<file path="config.mk">
export PLATFORM = sky130hd
export DESIGN_NAME = modem_status_monitor
export DESIGN_NICKNAME = d
export VERILOG_FILES = /design/src/rtl/msd_pkg.sv /design/src/rtl/msd_sync.sv /design/src/rtl/msd_delta_flag.sv /design/src/rtl/modem_status_monitor.sv
export SDC_FILE = /design/constraint.sdc
export NUM_CORES = 1
export LEC_CHECK = 0
export ABC_CLOCK_PERIOD_IN_PS = 2500
export CAP_MARGIN = 20
export CORE_MARGIN = 2
export CORE_UTILIZATION = 45
export DETAILED_ROUTE_END_ITERATION = 12
export PLACE_DENSITY = 0.75
export SLEW_MARGIN = 20
export SYNTH_ARGS = -nofsm -noshare
export SYNTH_HDL_FRONTEND = slang
export SYNTH_SLANG_ARGS = --single-unit
</file>
<file path="constraint.sdc">
create_clock -name clk_i -period 2.5 [get_ports clk_i]
set_input_delay 0.75 -clock clk_i [delete_from_list [all_inputs] [get_ports clk_i]]
set_output_delay 0.75 -clock clk_i [all_outputs]
set_load 0.02 [all_outputs]
</file>
<file path="src/rtl/msd_pkg.sv">
package msd_pkg;
  localparam int NUM_LINES = 4;
  localparam int CTS_IDX   = 0;
  localparam int DSR_IDX   = 1;
  localparam int RING_IDX  = 2;
  localparam int CARR_IDX  = 3;
  localparam int STATUS_W  = 2 * NUM_LINES;
endpackage

</file>
<file path="src/rtl/msd_sync.sv">
module msd_sync #(
  parameter int WIDTH  = 4,
  parameter int STAGES = 2
) (
  input  logic             clk_i,
  input  logic             rst_ni,
  input  logic [WIDTH-1:0] d_i,
  output logic [WIDTH-1:0] q_o
);
  logic [WIDTH-1:0] stage_q [STAGES];

  always_ff @(posedge clk_i or negedge rst_ni) begin
    if (!rst_ni) stage_q[0] <= '0;
    else         stage_q[0] <= d_i;
  end

  for (genvar s = 1; s < STAGES; s++) begin : g_stage
    always_ff @(posedge clk_i or negedge rst_ni) begin
      if (!rst_ni) stage_q[s] <= '0;
      else         stage_q[s] <= stage_q[s-1];
    end
  end

  assign q_o = stage_q[STAGES-1];
endmodule

</file>
<file path="src/rtl/msd_delta_flag.sv">
module msd_delta_flag #(
  parameter bit TRAIL_ONLY = 1'b0
) (
  input  logic clk_i,
  input  logic rst_ni,
  input  logic arm_i,
  input  logic level_i,
  input  logic clr_i,
  output logic flag_o
);
  logic prev_q, flag_q, edge_hit, change;

  always_ff @(posedge clk_i or negedge rst_ni) begin
    if (!rst_ni) prev_q <= 1'b0;
    else         prev_q <= level_i;
  end

  if (TRAIL_ONLY) begin : g_trail
    assign edge_hit = prev_q & ~level_i;
  end else begin : g_any
    assign edge_hit = prev_q ^ level_i;
  end

  assign change = arm_i & edge_hit;

  // a change in the clear cycle wins
  always_ff @(posedge clk_i or negedge rst_ni) begin
    if (!rst_ni)     flag_q <= 1'b0;
    else if (change) flag_q <= 1'b1;
    else if (clr_i)  flag_q <= 1'b0;
  end

  assign flag_o = flag_q;

  AST_FLAG_SET: assert property (@(posedge clk_i) disable iff (!rst_ni)
    change |=> flag_o);
  AST_FLAG_CLEAR: assert property (@(posedge clk_i) disable iff (!rst_ni)
    (clr_i && !change) |=> !flag_o);
  AST_FLAG_HOLD: assert property (@(posedge clk_i) disable iff (!rst_ni)
    (!clr_i && !change) |=> $stable(flag_o));
  AST_FLAG_CAUSE: assert property (@(posedge clk_i) disable iff (!rst_ni)
    $rose(flag_o) |-> $past(arm_i && level_i != prev_q));
  if (TRAIL_ONLY) begin : g_ast_trail
    AST_RING_FALL_ONLY: assert property (@(posedge clk_i) disable iff (!rst_ni)
      $rose(flag_o) |-> $past(prev_q && !level_i));
  end
endmodule

</file>
<file path="src/rtl/modem_status_monitor.sv">
module modem_status_monitor
  import msd_pkg::*;
#(
  parameter int SYNC_STAGES = 2
) (
  input  logic                 clk_i,
  input  logic                 rst_ni,
  input  logic [NUM_LINES-1:0] lines_i,
  input  logic                 rd_done_i,
  output logic [STATUS_W-1:0]  status_o,
  output logic                 irq_o
);
  localparam int ARM_W = SYNC_STAGES + 1;

  logic [NUM_LINES-1:0] level;
  logic [NUM_LINES-1:0] flags;
  logic [ARM_W-1:0]     arm_q;
  logic                 armed;

  msd_sync #(.WIDTH(NUM_LINES), .STAGES(SYNC_STAGES)) u_sync (
    .clk_i (clk_i),
    .rst_ni(rst_ni),
    .d_i   (lines_i),
    .q_o   (level)
  );

  // hold detection off until synchronizer and previous copies are filled
  always_ff @(posedge clk_i or negedge rst_ni) begin
    if (!rst_ni) arm_q <= '0;
    else         arm_q <= {arm_q[ARM_W-2:0], 1'b1};
  end
  assign armed = arm_q[ARM_W-1];

  for (genvar i = 0; i < NUM_LINES; i++) begin : g_line
    msd_delta_flag #(.TRAIL_ONLY(i == RING_IDX)) u_flag (
      .clk_i  (clk_i),
      .rst_ni (rst_ni),
      .arm_i  (armed),
      .level_i(level[i]),
      .clr_i  (rd_done_i),
      .flag_o (flags[i])
    );
  end

  assign status_o = {level, flags};
  assign irq_o    = |flags;

  AST_QUIET_UNTIL_ARMED: assert property (@(posedge clk_i) disable iff (!rst_ni)
    !armed |-> (status_o[NUM_LINES-1:0] == '0));
  AST_IRQ_DROP_ON_READ: assert property (@(posedge clk_i) disable iff (!rst_ni)
    $fell(irq_o) |-> $past(rd_done_i));
endmodule

</file>
==> results.json <==
{
  "overflow": 0,
  "rows": 13,
  "syn_nets": 45,
  "cellInternalPower_uw": 424,
  "ir_worst_vdd_v": 0.000371,
  "critPathTopFamily": "simple AND/OR/NAND/NOR gates",
  "grt_pass1_vias": 289,
  "outcome": "finished, final reports clean",
  "reg2reg_depth": 2,
  "ant_nets": 0,
  "die_w_um": 41.1,
  "p_comb_frac": 0.124,
  "maxSlewHeadroom": 0.474,
  "cp_max_fo": 3,
  "worst_pin_slew_ns": 0.786,
  "chipHeight_um": 41.1,
  "gp_congestion": 0.607,
  "powerDensity_nw_per_um2": 724,
  "end_kind": "primary output",
  "start_util": 0.481,
  "grt_pass1_wl_um": 1260,
  "cts.clk_slew.worst_paths_ns": 0.09,
  "power.switching_uw": 120,
  "max_freq_mhz": 443,
  "final_max_slew_viol_count": 0,
  "post-route-period-util": 0.903,
  "grt_max_degree": 20,
  "vias": 296,
  "htree_levels": 1,
  "ios": 16,
  "switching_share": 0.221,
  "drt-initial-drc-count": 1,
  "synth_cell_types": 9,
  "power.total_uw": 544,
  "syn_area_sq_um": 618,
  "syn_inst": 38,
  "port_buffers": 15,
  "ctsLongestPathBuffers": 2,
  "rr_endpoint": "g_line[0].u_flag.flag_o",
  "critPathBufInv": 1,
  "cp.arrival_ns": 1.51,
  "root_buffer": "clkbuf_4",
  "worst-path-stages": 2,
  "holdWs_ns": 0.355,
  "num-fill-cells": 96,
  "hold_viol_final": 0,
  "finalSetupViolCount": 0,
  "num_antenna_cells": 0,
  "grt.total_usage": 0.124,
  "clock-sinks": 19,
  "rsz0062_at_grt": "no",
  "skew_ns": 0.00211,
  "cts_tree": "yes",
  "tns_ns": 0,
  "cp.required_ns": 1.75,
  "fin_crit_ns": 2.26,
  "crit_path_start_kind": "flip-flop",
  "p_clk_frac": 0.255,
  "first_pass_iters": 2,
  "min_from": "u_sync.stage_q[4]",
  "crit_chain": "or4_1 > dlygate4sd2_1",
  "layout_common_cells": "dfrtp_1, clkdlybuf4s50_1, xor2_1, clkbuf_4",
  "ys_ff_latch": 19,
  "holdPathEnd": "u_sync.q_o[0]",
  "routed_wl_um": 771,
  "avgRoutedWirePerCell_um": 12.0,
  "core_sq_um": 1280,
  "drc": 0,
  "seqPwrFrac": 0.620,
  "crit_slowest_cell": "or4_1",
  "rrSetupSlack_ns": 1.61,
  "cp_slowest_stage_delay_ns": 0.50,
  "reg2reg_from": "u_sync.q_o[0]",
  "clock_latency_ns": 0.28,
  "synth_warnings": 0,
  "synth-seq-area-share": 0.769,
  "critPathKind": "reg -> out",
  "final_common_cell": "dfrtp_1",
  "maxCapViolCount": 0,
  "static-leakage-power_nw": 0.340,
  "viasPerCell": 4.63,
  "die_area_sq_um": 1690,
  "syn_area_per_cell_sq_um": 16.3,
  "crit_start": "g_line[0].u_flag.flag_o",
  "drive_above_1_share": 0.0816,
  "hold_class": "reg -> reg",
  "numCtsBuffers": 3,
  "antenna_found_initial": 0,
  "area_growth_pct": 21.7,
  "worstHoldPathCells": 0,
  "nets": 57
}
registers in the layout, summed over array words and instances, names as in the netlist:
register              cells
g_line.u_flag.flag_o      4
u_sync.q_o                4
arm_q                     3
g_line.u_flag.prev_q      4
u_sync.stage_q            4
worst reg2reg max path: cells and delay by family (launching register included):
kind,cells,cell delay [ns]
AOI/OAI and AO/OA,1,0.21
xor gates and xnor gates,1,0.17
DFF,1,0.41
power groups by stage:
stage	sequential [mW]	clock (mW)	combinational [mW]
after floorplan	0.341	0	0.0441
after global routing	0.340	0.162	0.0735
after CTS	0.338	0.147	0.0690
after detailed placement	0.345	0	0.0705
after global placement	0.342	0	0.0688
final	0.338	0.139	0.0677
cells in the mapped netlist:
library cell	n	area (sq um)
inv_1	2	7.51
buf_4	8	60.1
a22o_1	2	17.5
xor2_1	3	26.3
a32o_1	1	10.0
a22o_2	1	10.0
dfrtp_1	19	475
conb_1	1	3.75
or4_1	1	7.51
area by class of cell:
| cell class | instances | area [sq um] | area share |
|---|---|---|---|
| clock buffer | 4 | 26.3 | 0.0349 |
| inverter | 2 | 7.51 | 0.00998 |
| multi-input combinational | 9 | 75.1 | 0.0998 |
| sequential | 19 | 475 | 0.632 |
| tap | 15 | 18.8 | 0.0250 |
| timing repair buffer | 15 | 149 | 0.198 |
how the worst max path moves through the flow:
| stage | slack (ns) | to |
|---|---|---|
| after floorplan | 0.75 | irq_o |
| after global placement | 0.34 | irq_o |
| after detailed placement | 0.32 | irq_o |
| after CTS | 0.22 | irq_o |
| after global routing | 0.16 | irq_o |
| final | 0.24 | irq_o |
cell families (layout without fill, tap and decap cells):
kind of cell	after synthesis	after routing	synth area share
flops	19	19	0.769
simple gates	1	1	0.0122
other cells	1	1	0.00607
compound gates	4	4	0.0607
xor+xnor	3	3	0.0425
buf+inv	10	21	0.109
timing repair:
item,in CTS,in global routing
hold endpoints to repair,0,0
setup buffers,0,0
hold buffers,0,0
setup endpoints to repair,1,0
gates resized for setup,1,0
metrics by stage:
| step | util | instance area (sq um) | setup WS (ns) | instances |
|---|---|---|---|---|
| finish | 0.585 | 752 | 0.242 | 64 |
| CTS | 0.585 | 752 | 0.221 | 64 |
| global route | 0.585 | 752 | 0.160 | 64 |
| floorplan | - | 618 | 0.754 | 38 |
| detailed placement | 0.566 | 727 | 0.320 | 60 |
| global placement | 0.566 | 727 | 0.339 | 60 |
layer usage:
layer | up-vias | GRT usage | share of wire
met3 | 2 | 0.0326 | 0.067
met2 | 12 | 0.211 | 0.59
li1 | 136 | - | -
met4 | 0 | 0.0750 | 0.0052
met1 | 146 | 0.137 | 0.33
met5 | - | 0 | 0
(Power assumes the default switching activity.)
